==> src/rtl/idle_gap_pkg.sv <==
package idle_gap_pkg;

    typedef enum logic [1:0] {
        ST_FREE   = 2'd0,
        ST_ACCESS = 2'd1,
        ST_GAP    = 2'd2
    } gap_state_e;

    localparam int CODE_W      = 3;
    localparam int SD_W        = 2;
    localparam int CNT_W       = 4;
    localparam int GAP_MAX     = 12;
    localparam int COMBOS      = 8;
    localparam int SPACE_BITS  = COMBOS * CODE_W;

    typedef struct packed {
        logic wr;
        logic dma_sa;
        logic sdram;
    } acc_kind_t;

    function automatic logic [CNT_W-1:0] code_to_cycles(input logic [CODE_W-1:0] code);
        logic [CNT_W-1:0] wide;
        wide = {{(CNT_W-CODE_W){1'b0}}, code};
        if (code < 3'd3) begin
            return wide;
        end
        return (wide - 4'd1) << 1;
    endfunction

endpackage

==> src/rtl/idle_gap_select.sv <==
module idle_gap_select
    import idle_gap_pkg::*;
#(
    parameter int NUM_CS = 4,
    localparam int CS_W  = (NUM_CS > 1) ? $clog2(NUM_CS) : 1
) (
    input  logic [CS_W-1:0]       prev_cs,
    input  acc_kind_t             prev_kind,
    input  logic [SPACE_BITS-1:0] prev_space_codes,
    input  logic [CODE_W-1:0]     prev_dma_code,
    input  logic [SD_W-1:0]       prev_sdram_code,
    input  logic [CS_W-1:0]       next_cs,
    input  logic                  next_wr,
    output logic [CNT_W-1:0]      gap
);

    logic                  same_space;
    logic [2:0]            combo;
    logic [CODE_W-1:0]     space_code;
    logic [CNT_W-1:0]      primary_gap;
    logic [CNT_W-1:0]      sdram_gap;

    always_comb begin
        same_space  = (next_cs == prev_cs);
        combo       = {same_space, prev_kind.wr, next_wr};
        space_code  = prev_space_codes[int'(combo)*CODE_W +: CODE_W];

        if (prev_kind.dma_sa) begin
            primary_gap = code_to_cycles(prev_dma_code);
        end else begin
            primary_gap = code_to_cycles(space_code);
        end

        if (prev_kind.sdram) begin
            sdram_gap = {{(CNT_W-SD_W){1'b0}}, prev_sdram_code};
        end else begin
            sdram_gap = '0;
        end

        gap = (sdram_gap > primary_gap) ? sdram_gap : primary_gap;
    end

endmodule

==> src/rtl/idle_gap_timer.sv <==
module idle_gap_timer
    import idle_gap_pkg::*;
(
    input  logic             clk,
    input  logic             rst_n,
    input  logic             clear,
    input  logic             run,
    output logic [CNT_W-1:0] elapsed
);

    localparam logic [CNT_W-1:0] CEIL = CNT_W'(GAP_MAX);

    always_ff @(posedge clk) begin
        if (!rst_n) begin
            elapsed <= CEIL;
        end else if (clear) begin
            elapsed <= '0;
        end else if (run && (elapsed != CEIL)) begin
            elapsed <= elapsed + 1'b1;
        end
    end

    // counting is one idle cycle per clock from the completion point
    a_r5_count_step: assert property (@(posedge clk) disable iff (!rst_n)
        (run && !clear && elapsed < CEIL) |=> (elapsed == $past(elapsed) + 1'b1));

    a_r5_count_clear: assert property (@(posedge clk) disable iff (!rst_n)
        clear |=> (elapsed == '0));

    a_r10_count_ceiling: assert property (@(posedge clk) disable iff (!rst_n)
        elapsed <= CEIL);

endmodule

==> src/rtl/idle_gap_ctrl.sv <==
module idle_gap_ctrl
    import idle_gap_pkg::*;
#(
    parameter int NUM_CS = 4,
    localparam int CS_W  = (NUM_CS > 1) ? $clog2(NUM_CS) : 1
) (
    input  logic                     clk,
    input  logic                     rst_n,
    input  logic                     req_valid,
    input  logic [CS_W-1:0]          req_cs,
    input  logic                     req_wr,
    input  logic                     acc_done,
    input  logic [CS_W-1:0]          done_cs,
    input  logic                     done_wr,
    input  logic                     done_dma_sa,
    input  logic                     done_sdram,
    input  logic [CODE_W-1:0]        cfg_dma_idle,
    input  logic [NUM_CS*SPACE_BITS-1:0] cfg_space_idle,
    input  logic [SD_W-1:0]          cfg_sdram_idle,
    output logic                     ready,
    output logic                     grant,
    output logic                     bus_idle
);

    localparam logic [CNT_W-1:0] CEIL = CNT_W'(GAP_MAX);

    gap_state_e              state_q;
    gap_state_e              state_d;

    logic [CS_W-1:0]         snap_cs_q;
    acc_kind_t               snap_kind_q;
    logic [SPACE_BITS-1:0]   snap_space_q;
    logic [CODE_W-1:0]       snap_dma_q;
    logic [SD_W-1:0]         snap_sdram_q;

    logic                    capture;
    logic [CNT_W-1:0]        elapsed;
    logic [CNT_W-1:0]        gap_need;

    assign capture = (state_q == ST_ACCESS) && acc_done;

    // Snapshot of the completed access and of its idle settings
    always_ff @(posedge clk) begin
        if (!rst_n) begin
            snap_cs_q    <= '0;
            snap_kind_q  <= '0;
            snap_space_q <= '0;
            snap_dma_q   <= '0;
            snap_sdram_q <= '0;
        end else if (capture) begin
            snap_cs_q    <= done_cs;
            snap_kind_q  <= '{wr: done_wr, dma_sa: done_dma_sa, sdram: done_sdram};
            snap_space_q <= cfg_space_idle[int'(done_cs)*SPACE_BITS +: SPACE_BITS];
            snap_dma_q   <= cfg_dma_idle;
            snap_sdram_q <= cfg_sdram_idle;
        end
    end

    idle_gap_select #(.NUM_CS(NUM_CS)) u_select (
        .prev_cs          (snap_cs_q),
        .prev_kind        (snap_kind_q),
        .prev_space_codes (snap_space_q),
        .prev_dma_code    (snap_dma_q),
        .prev_sdram_code  (snap_sdram_q),
        .next_cs          (req_cs),
        .next_wr          (req_wr),
        .gap              (gap_need)
    );

    idle_gap_timer u_timer (
        .clk     (clk),
        .rst_n   (rst_n),
        .clear   (capture),
        .run     (state_q == ST_GAP),
        .elapsed (elapsed)
    );

    // State register
    always_ff @(posedge clk) begin
        if (!rst_n) begin
            state_q <= ST_FREE;
        end else begin
            state_q <= state_d;
        end
    end

    // Next state
    always_comb begin
        state_d = state_q;
        unique case (state_q)
            ST_FREE: begin
                if (grant) state_d = ST_ACCESS;
            end
            ST_ACCESS: begin
                if (acc_done) state_d = ST_GAP;
            end
            ST_GAP: begin
                if (grant) begin
                    state_d = ST_ACCESS;
                end else if (elapsed == CEIL) begin
                    state_d = ST_FREE;
                end
            end
            default: state_d = ST_FREE;
        endcase
    end

    // Outputs
    always_comb begin
        ready    = 1'b0;
        bus_idle = 1'b1;
        unique case (state_q)
            ST_FREE:   ready = 1'b1;
            ST_ACCESS: bus_idle = 1'b0;
            ST_GAP:    ready = (elapsed >= gap_need);
            default: begin
                ready    = 1'b0;
                bus_idle = 1'b1;
            end
        endcase
        grant = ready && req_valid;
    end

    a_r6_no_ready_in_access: assert property (@(posedge clk) disable iff (!rst_n)
        (state_q == ST_ACCESS) |-> !ready);

    a_r9_grant_takes_bus: assert property (@(posedge clk) disable iff (!rst_n)
        grant |=> !bus_idle);

    a_r5_done_opens_gap: assert property (@(posedge clk) disable iff (!rst_n)
        capture |=> (state_q == ST_GAP && elapsed == '0));

    a_r7_snapshot_hold: assert property (@(posedge clk) disable iff (!rst_n)
        (state_q == ST_GAP) |=> ($stable(snap_space_q) && $stable(snap_dma_q) && $stable(snap_sdram_q)));

    a_r10_free_ready: assert property (@(posedge clk) disable iff (!rst_n)
        (state_q == ST_FREE) |-> ready);

    a_r1_gap_range: assert property (@(posedge clk) disable iff (!rst_n)
        gap_need <= CEIL);

endmodule

==> config.mk <==
export PLATFORM = sky130hd
export DESIGN_NAME = idle_gap_ctrl
export DESIGN_NICKNAME = d
export VERILOG_FILES = /design/src/rtl/idle_gap_pkg.sv /design/src/rtl/idle_gap_select.sv /design/src/rtl/idle_gap_timer.sv /design/src/rtl/idle_gap_ctrl.sv
export SDC_FILE = /design/constraint.sdc
export NUM_CORES = 1
export LEC_CHECK = 0
export BUFFER_PORTS_ARGS = -buffer_cell sky130_fd_sc_hd__buf_2
export CAP_MARGIN = 20
export CORE_ASPECT_RATIO = 1.4
export CORE_MARGIN = 4
export CORE_UTILIZATION = 52
export DETAILED_ROUTE_END_ITERATION = 12
export PLACE_DENSITY = 0.86
export REMOVE_ABC_BUFFERS = 1
export SLEW_MARGIN = 20
export SYNTH_ARGS = -nofsm -noshare
export SYNTH_HDL_FRONTEND = slang
export SYNTH_HIERARCHICAL = 1
export SYNTH_SLANG_ARGS = --single-unit
==> constraint.sdc <==
create_clock -name clk -period 24.5 [get_ports clk]
set_clock_uncertainty 0.2 [all_clocks]
set_input_delay 7.35 -clock clk [delete_from_list [all_inputs] [get_ports clk]]
set_output_delay 7.35 -clock clk [all_outputs]
set_load 0.01 [all_outputs]
======== After elaboration in Yosys (flattened, before gate mapping) ========
Index checks and enable logic that the tools add are counted.
word-level totals
  register bits after elaboration ......... 40
  word-level logic and storage cells ...... 57
operators by class
  $add $sub $neg .......................... 3
  $mul .................................... 2
  magnitude comparators ................... 4
  eq/ne operators ......................... 8
  shifts and indexed selects .............. 2
  multiplexer cells ....................... 20
  bitwise operators ....................... 1
  reductions and logical operators ........ 7
operator list
  cell                   count
  $shiftx A96 B8 Y24     1
  $mux W4                8
  $shiftx A24 B32 Y3     1
  $mux W2                5
  $lt A3 B2 Y1 const B   2
  $pmux W2 S3            1
  $sub A3 B1 Y3 const B  2
  $mul A3 B2 Y5 const B  1
  $mux W1                5
  $add A4 B1 Y4 const B  1
  $eq A4 B4 Y1 const B   1
  $ge A4 B4 Y1           1
  $gt A2 B4 Y1           1
  $mul A2 B2 Y4 const B  1
  $ne A2 B2 Y1 const B   2
  $ne A4 B4 Y1 const B   1
  $logic_and A1 B1 Y1    3
  $ne A3 B3 Y1 const B   1
  $reduce_and A3 Y1      1
  $eq A2 B1 Y1 const B   1
  $eq A2 B2 Y1           1
  $eq A2 B2 Y1 const B   1
  $logic_not A2 Y1       1
  $pmux W1 S2            1
  3 further kinds        3

======== Depth between registers and ports, before layout ========
Gate-level depths: netlist of run 1.
  depth in word-level cells ............... 15
  gate-level depth with buffers ........... 16
  mapped depth without buffers ............ 15

======== Cells and area by module ========
Netlist of run 1, hierarchy kept.
by module, submodules not included
  module           instances  cells each  area each (µm²)  seq. area each (µm²)
  idle_gap_ctrl    1          203         1993.2           720.7
  idle_gap_select  1          62          569.3            0.0
  idle_gap_timer   1          26          229.0            80.1

======== Least setup slack after synthesis of run 1 ========
Ideal clock, no wire load.
  kind .................................... input to output
  from .................................... in req_wr
  to ...................................... out grant
  arrival time ............................ 10.416 ns
  required time ........................... 16.950 ns
  setup slack ............................. 6.534 ns
  stages .................................. 13
  path buffers ............................ 1
  cells stage by stage .................... buf_6 -> mux4_1 -> nor2_1 -> nor4_1 -> nor3_1 -> ha_1 -> a211o_2 -> a211oi_2 -> mux2_4 -> ha_1 -> nor3b_1 -> o2111a_1 -> nor2_1
on the way
  longest elaborated chain between the ends .. 12
  elaborated cells between the ends (all ways) .. 14
  those cells by class .................... 1 x add/sub; 1 x mul; 3 x order compare; 1 x shift; 7 x mux; 1 x reduce/logical
ends and longest elaborated chain
  what                     RTL line               text
  from (decl)              idle_gap_ctrl.sv:11    input logic req_wr,
  $mul A3 B2 Y5 (*)        idle_gap_select.sv:26  space_code = prev_space_codes[int'(combo)*CODE_W +: CODE_W];
  $shiftx A24 B32 Y3 (*)   idle_gap_select.sv:26
  $lt A3 B2 Y1             idle_gap_pkg.sv:25     if (code < 3'd3) begin
  $mux W1                  idle_gap_pkg.sv:25
  $mux W1                  idle_gap_select.sv:28  if (prev_kind.dma_sa) begin
  $mux W4 (*)              idle_gap_pkg.sv:28     return (wide - 4'd1) << 1;
  $mux W4 (*)              idle_gap_select.sv:28
  $gt A2 B4 Y1             idle_gap_select.sv:40  gap = (sdram_gap > primary_gap) ? sdram_gap : primary_gap;
  $mux W4 (*)              idle_gap_select.sv:40
  net gap_need[0]          idle_gap_ctrl.sv:38    logic [CNT_W-1:0] gap_need;
  $ge A4 B4 Y1 (*)         idle_gap_ctrl.sv:115   ST_GAP: ready = (elapsed >= gap_need);
  $pmux W1 S2 (*)          idle_gap_ctrl.sv:112   unique case (state_q)
  $logic_and A1 B1 Y1 (*)  idle_gap_ctrl.sv:121   grant = ready && req_valid;
  to (decl)                idle_gap_ctrl.sv:21    output logic grant,
Mark *: on every way through the listed nets, which the timed path passes. The rest lies on a longest branch. The select of a mux whose other input is x is not followed.

======== Worst setup path in the final report of run 1 ========
Ends and elaborated chain as after synthesis.

==> reports/metrics.csv, run 1 <==
stage,metric,value,unit
run_status,status,finished clean,
detailed_routing,highest routed layer,met4,
cts,clock buffer count from CTS,5,
critical_path,crit-path leading delay family,multiplexers,
hold_path,WHS Endpoint,snap_space_q[6],
final_layout,share of layout cells above drive strength 1,0.399,
place,routability congestion estimate,0.864,
detailed_routing,met2 WL post-DR,3850,µm
synthesis,Synth area leaders,"dfxtp_1, mux4_2, nand2_1, a21oi_1, mux4_1",
detailed_routing,DR iter-0 viols,127,
detailed_routing,length of the first detailed-routing pass in iterations,4,
power_and_ir_drop,Worst VDD drop,0.0291,mV
global_routing,initial antenna violation count,0,
detailed_routing,via count,2602,
final_layout,final instance area,0.00344,mm²
critical_path,"Critical Path, Cell by Cell","buf_2, mux4_1, nor2_1, nor4_1, nor3_1, ha_1, a211o_2, a211oi_2, mux2_4, ha_1, nor3b_1, o2111a_1, nor2_1, buf_2",
die,Die H,94.7,µm
flow_run,max-capacitance violation count,0,
critical_path,Crit-path slowest cell,mux4_1,
die,initial core utilization,0.537,
final_layout,Inserted Diodes,0,
power_and_ir_drop,Leak,1.48,nW
synthesis,Mapped Cells,291,
cts,Post-CTS Setup Bufs,0,
cts,CTS max path bufs,2,
timing,Setup-failing EPs final,0,
critical_path,reg2reg path depth,12,
critical_path,Critical Path End Type,primary output,
global_routing,vias in the first global route,2582,
synthesis,share of the yosys chip area belonging to registers,0.287,
global_routing,grt ovf,0,
power_and_ir_drop,Pwr per Cell Area,44.3,mW/mm²
timing,setup TNS,0,ps
critical_path,Critical Setup Path Class,in -> out,
critical_path,R2R Path Start,snap_kind_q[2],
global_routing,largest net degree at the start of global routing,39,
power_and_ir_drop,Total Power,0.000152,W
cts,"CTS clk-pin slew, worst paths",70,ps
detailed_routing,WL met1,2510,µm
synthesis,synthesized area per cell,9.59,µm²
synthesis,"EDFF count, synth",0,
synthesis,YS warnings,6,
detailed_routing,met3 WL,377,µm
cts,"Hold-fix buffers, CTS",0,
die,IO Pins,116,
critical_path,CP Data Required Time,16950,ps
critical_path,WP data arrival,10860,ps
global_routing,first-pass GRT wire length,11000,µm
place,DP Area,0.00332,mm²
synthesis,top-area cell type share of the netlist area,0.287,
final_layout,"Net count, final",520,
synthesis,most frequent cell after synthesis,nand2_1,
synthesis,register bit total from synthesis,40,
die,die span in x,69.9,µm
detailed_routing,# DRC,0,
hold_path,Hold Path Class,reg -> reg,
hold_path,hold path startpoint,snap_space_q[6],
timing,final hold viol count,0,
synthesis,post-synthesis cell type count,50,
synthesis,"top cells by count, synth","nand2_1, dfxtp_1, a21oi_1",
critical_path,R2R Path End,state_q[1],
critical_path,Startpoint Class,primary input,
cts,root buffer cell,clkbuf_8,
detailed_routing,drt wl/cell,14.8,µm
cts,later-pin clock latency in the skew report,290,ps
detailed_routing,Post-DRT Antenna Nets,0,
synthesis,Netlist Area Pre-Place,0.00279,mm²
cts,CTS tree,built,
timing,Slew Limit Fails,0,
timing,WHS,251,ps
cts,clock sink total,40,
timing,period utilization,0.751,
critical_path,Register-to-Register Setup Slack,20680,ps
timing,relative slew slack,0.376,
die,Rows,31,
place,PortBufs,115,
synthesis,"area leader, netlist",dfxtp_1,
hold_path,WHS Path Cells,2,
synthesis,"Top FF cell, synth",dfxtp_1,
timing,fmax,0.0543,GHz
critical_path,Worst path max stage delay,630,ps
synthesis,"Async S/R FF share, synth",0,
critical_path,Bufs and invs on worst path,2,
detailed_routing,"wirelength, routed",6890,µm
die,core area,0.00520,mm²
timing,RSZ-0062 raised after global routing,false,
die,die area,0.00662,mm²
place,DP HPWL,5490,µm
cts,CTS resizes,0,
cts,H-tree levels,2,
global_routing,GRT Total Usage,0.206,
critical_path,Worst Path Max Fanout,6,
detailed_routing,via-per-instance ratio,5.61,
timing,minimum clock period,18410,ps
final_layout,P&R area growth vs syn,23.4,%
timing,Slew @ Worst Pin,930,ps
-- sequential cells by signal (all words and copies together) (netlist names) --
signal and flops:
snap_cs_q 2, u_timer/elapsed 4, snap_kind_q 3, snap_sdram_q 2, snap_space_q 24, state_q 2
snap_dma_q 3
-- metrics by stage --
| stage | std cells | setup slack [ps] | util |
|---|---|---|---|
| after floorplan | 274 | 6670 | - |
| after global placement | 455 | 6130 | 0.639 |
| after detailed placement | 455 | 6090 | 0.639 |
| after CTS | 463 | 6070 | 0.657 |
| after global routing | 464 | 5860 | 0.662 |
| final | 464 | 6090 | 0.662 |
-- metal layers --
metal	vias up	track usage
li1	1284	-
met5	-	0
met3	11	0.0298
met4	0	0.0703
met1	1226	0.220
met2	81	0.406
-- worst register-to-register path, cell delays in order (launching register included) --
cell and delay [ps]:
dfxtp_1 490, mux4_2 410, nor2_1 160, nor4_1 60, nor3_1 280, ha_1 300
a211o_2 310, a211oi_2 290, mux2_4 330, ha_1 270, nor3b_1 190, o2111a_1 290
o221a_2 210
-- power breakdown --
group | total, W | switching (W) | internal, W
Sequential | 0.0000703 | 0.00000242 | 0.0000679
Clock | 0.0000456 | 0.0000227 | 0.0000229
Combinational | 0.0000366 | 0.0000162 | 0.0000204
-- layout make-up --
class / instances / area [µm²]
inverter: 17 / 63.8
sequential: 40 / 801
clock inverter: 1 / 7.51
clock buffer: 7 / 86.3
tap: 66 / 82.6
multi-input combinational: 217 / 1800
timing repair buffer: 116 / 603
fill: 452 / 1750
-- placed cells by master, fill, tap and decap left out, types with 2 or more instances in the layout --
| cell type | count |
|---|---|
| a21boi_0 | 2 |
| a41o_1 | 2 |
| nor3_1 | 4 |
| nand3_1 | 4 |
| xor2_1 | 2 |
| dfxtp_1 | 40 |
| ha_1 | 10 |
| inv_1 | 15 |
| o21ai_0 | 5 |
| mux4_1 | 6 |
| nor2b_1 | 2 |
| nor2_1 | 7 |
| clkbuf_8 | 6 |
| clkinv_1 | 2 |
| buf_2 | 115 |
| mux2i_1 | 5 |
| nand2b_1 | 4 |
| a21oi_1 | 39 |
| nand2_1 | 73 |
| nor4_1 | 2 |
| mux4_2 | 24 |
-- worst max-delay path by stage --
stage	cells after the start	start	slack, ps	end
after floorplan	12	req_wr	6670	grant
after global placement	14	req_wr	6130	grant
after detailed placement	14	req_wr	6090	grant
after CTS	14	req_wr	6070	grant
after global routing	14	req_wr	5860	ready
final	14	req_wr	6090	grant
-- logic make-up after synthesis --
| group | count (synthesis) | share of synthesized area |
|---|---|---|
| xor+xnor | 2 | 0.00628 |
| buf+inv | 34 | 0.0686 |
| flops | 40 | 0.287 |
| fa+ha+maj | 10 | 0.0448 |
| mux | 36 | 0.273 |
| simple gates | 107 | 0.171 |
| compound gates | 62 | 0.149 |
Power figures use the tool's default switching activity.
==> inputs of run 2 (changes only) <==
--- a/config.mk
+++ b/config.mk
@@ -5,13 +5,14 @@
 export SDC_FILE = /design/constraint.sdc
 export NUM_CORES = 1
 export LEC_CHECK = 0
+export ABC_AREA = 1
 export BUFFER_PORTS_ARGS = -buffer_cell sky130_fd_sc_hd__buf_2
 export CAP_MARGIN = 20
 export CORE_ASPECT_RATIO = 1.4
 export CORE_MARGIN = 4
-export CORE_UTILIZATION = 52
+export CORE_UTILIZATION = 45
 export DETAILED_ROUTE_END_ITERATION = 12
-export PLACE_DENSITY = 0.86
+export PLACE_DENSITY = 0.77
 export REMOVE_ABC_BUFFERS = 1
 export SLEW_MARGIN = 20
 export SYNTH_ARGS = -nofsm -noshare
==> constraint.sdc (replaced) <==
create_clock -name clk -period 16.3 [get_ports clk]
set_clock_uncertainty 0.2 [all_clocks]
set_input_delay 4.89 -clock clk [delete_from_list [all_inputs] [get_ports clk]]
set_output_delay 4.89 -clock clk [all_outputs]
set_load 0.01 [all_outputs]
==> run 2 against run 1 <==
Net effect:
- final area up 6.6%
- synthesized cell count up 66%
- via count up 30%
- area after synthesis up 9.0%
- die area up 23%
- sequential power up 54%
- setup slack worse by 2500 ps
- critical path depth up 11
- combinational power up 110%
- global-route usage down 1.8 points
- sequential cell count unchanged
- first-iteration DRC count down 6.3%
- critical path type unchanged
- largest cell class unchanged
- largest power group unchanged
- highest routed layer unchanged
==> reports/metrics.csv, run 2 <==
stage,metric,value,unit
run_status,status,finished clean,
global_routing,grt ovf,0,
timing,setup TNS,0,ps
power_and_ir_drop,Pwr per Cell Area,72.0,mW/mm²
timing,fmax,0.0790,GHz
detailed_routing,met3 WL,261,µm
timing,WHS,319,ps
cts,clock sink total,40,
place,DP HPWL,5900,µm
die,core area,0.00657,mm²
timing,Slew Limit Fails,0,
synthesis,"Top FF cell, synth",dfxtp_1,
synthesis,"Async S/R FF share, synth",0,
synthesis,top-area cell type share of the netlist area,0.263,
synthesis,share of the yosys chip area belonging to registers,0.263,
synthesis,"EDFF count, synth",0,
critical_path,R2R Path Start,snap_kind_q[2],
cts,CTS max path bufs,2,
final_layout,"commonest non-fill, non-tap cells in the layout","buf_2, nor2_1, inv_1",
hold_path,hold path startpoint,snap_sdram_q[0],
die,die area,0.00816,mm²
detailed_routing,Post-DRT Antenna Nets,0,
final_layout,largest registers,"snap_space_q x24, u_timer/elapsed x4",
final_layout,Largest Register,snap_space_q,
critical_path,Critical Setup Path Class,in -> out,
synthesis,"top cells by count, synth","nor2_1, inv_1, o21ai_0",
detailed_routing,"wirelength, routed",7900,µm
place,routability congestion estimate,0.847,
detailed_routing,via count,3381,
final_layout,"commonest non-fill, non-tap cell in the layout",buf_2,
die,die span in x,77.5,µm
die,Rows,35,
critical_path,Worst Setup SP,req_wr,
hold_path,Hold Path Class,reg -> reg,
synthesis,Mapped Cells,484,
critical_path,Startpoint Class,primary input,
timing,period utilization,0.777,
critical_path,Worst Path Max Fanout,15,
detailed_routing,met2 WL post-DR,4340,µm
final_layout,final core utilization,0.559,
synthesis,Netlist Area Pre-Place,0.00304,mm²
cts,"CTS clk-pin slew, worst paths",70,ps
power_and_ir_drop,Total Power,0.000264,W
die,IO Pins,116,
cts,root buffer cell,clkbuf_8,
place,PortBufs,115,
detailed_routing,highest routed layer,met4,
global_routing,initial antenna violation count,0,
final_layout,"Net count, final",705,
detailed_routing,DR iter-0 viols,119,
synthesis,"area leader, netlist",dfxtp_1,
final_layout,P&R area growth vs syn,20.7,%
die,initial core utilization,0.463,
timing,minimum clock period,12660,ps
timing,Setup-failing EPs final,0,
power_and_ir_drop,Leak,1.93,nW
cts,CTS tree,built,
timing,final hold viol count,0,
global_routing,vias in the first global route,3269,
detailed_routing,drt wl/cell,12.0,µm
cts,Post-CTS Setup Bufs,0,
final_layout,share of layout cells above drive strength 1,0.257,
detailed_routing,length of the first detailed-routing pass in iterations,5,
timing,relative slew slack,0.480,
cts,"Hold-fix buffers, CTS",0,
detailed_routing,WL met1,3190,µm
power_and_ir_drop,Worst VDD drop,0.0317,mV
final_layout,number of flip-flops in the largest register,24,
timing,Slew @ Worst Pin,778,ps
global_routing,first-pass GRT wire length,13000,µm
cts,CTS resizes,0,
synthesis,synthesized area per cell,6.28,µm²
cts,clock buffer count from CTS,5,
critical_path,WP data arrival,7570,ps
flow_run,max-capacitance violation count,0,
critical_path,Critical Path End Type,primary output,
critical_path,CP Data Required Time,11210,ps
synthesis,register bit total from synthesis,40,
detailed_routing,# DRC,0,
synthesis,most frequent cell after synthesis,nor2_1,
synthesis,YS warnings,6,
detailed_routing,via-per-instance ratio,5.15,
die,Die H,105,µm
final_layout,Inserted Diodes,0,
cts,later-pin clock latency in the skew report,290,ps
cts,H-tree levels,2,
global_routing,largest net degree at the start of global routing,50,
timing,RSZ-0062 raised after global routing,false,
synthesis,Synth area leaders,"dfxtp_1, o21ai_0, nor2_1, inv_1, nand2_1",
global_routing,GRT Total Usage,0.188,
synthesis,post-synthesis cell type count,31,
## run 2: changes by cell type after synthesis, sizes merged, moves of 24 or more
cell,delta
nand3,+25
inv,+66
o22ai,+24
mux4,-30
a21oi,-28
o21bai,+27
o21ai,+78
nor2,+70
## run 2: power by group
part           leakage (nW)  switching [W]   total, W  internal (W)
registers             0.327     0.00000444   0.000108      0.000104
clock network        0.0541      0.0000353  0.0000807     0.0000453
logic                  1.55      0.0000425  0.0000757     0.0000332
## run 2: worst paths after layout
path                     end  slack [ps]  cells after the start
max                    grant        3640                     25
min          snap_sdram_q[0]         320                      2
min reg2reg  snap_sdram_q[0]         320                      2
max reg2reg       state_q[1]       13050                     24
## run 2: logic make-up (layout without fill, tap and decap cells)
| group | after synthesis | after routing | share of synthesized area |
|---|---|---|---|
| adders and majority gates | 10 | 10 | 0.0411 |
| xor gates and xnor gates | 1 | 1 | 0.00288 |
| AOI/OAI and AO/OA | 147 | 147 | 0.278 |
| DFF | 40 | 40 | 0.263 |
| and+or+nand+nor | 180 | 180 | 0.264 |
| buffers and inverters | 106 | 205 | 0.151 |
## run 2: routing by layer
metal  global-route usage  vias to the layer above
met2                0.384                       71
met5                    0                        -
met4               0.0573                        0
li1                     -                     1768
met3               0.0308                       12
met1                0.187                     1530
## run 2: layout make-up
class / count / area [µm²]
fill: 674 / 2900
clock buffer: 5 / 68.8
multi-input combinational: 338 / 1780
sequential: 40 / 801
clock inverter: 3 / 42.5
timing repair buffer: 116 / 583
inverter: 81 / 304
tap: 74 / 92.6
## run 2: worst max-delay path, cell delays in order
cell and delay [ps]:
buf_2 230, inv_2 130, nand2_1 90, nand3_2 60
nand3_2 100, nand2_1 80, nand2_1 90, inv_1 50
a21oi_2 130, inv_1 70, ha_1 270, a21oi_1 170
nand3_2 120, o21bai_1 150, nand2_1 70, ha_1 260
inv_1 50, nand2_1 40, nand2_1 50, nand2_1 40
nand2_1 50, nand2_1 60, nand3_1 110, inv_1 50
buf_2 130
## run 2: through the flow
step / instances / setup WS (ps) / instance area, µm²
6_report: 657 / 3640 / 3670
5_1_grt: 657 / 3300 / 3670
4_1_cts: 657 / 3640 / 3670
3_3_place_gp: 649 / 3780 / 3560
3_5_place_dp: 649 / 3640 / 3560
2_1_floorplan: 459 / 4220 / 2890
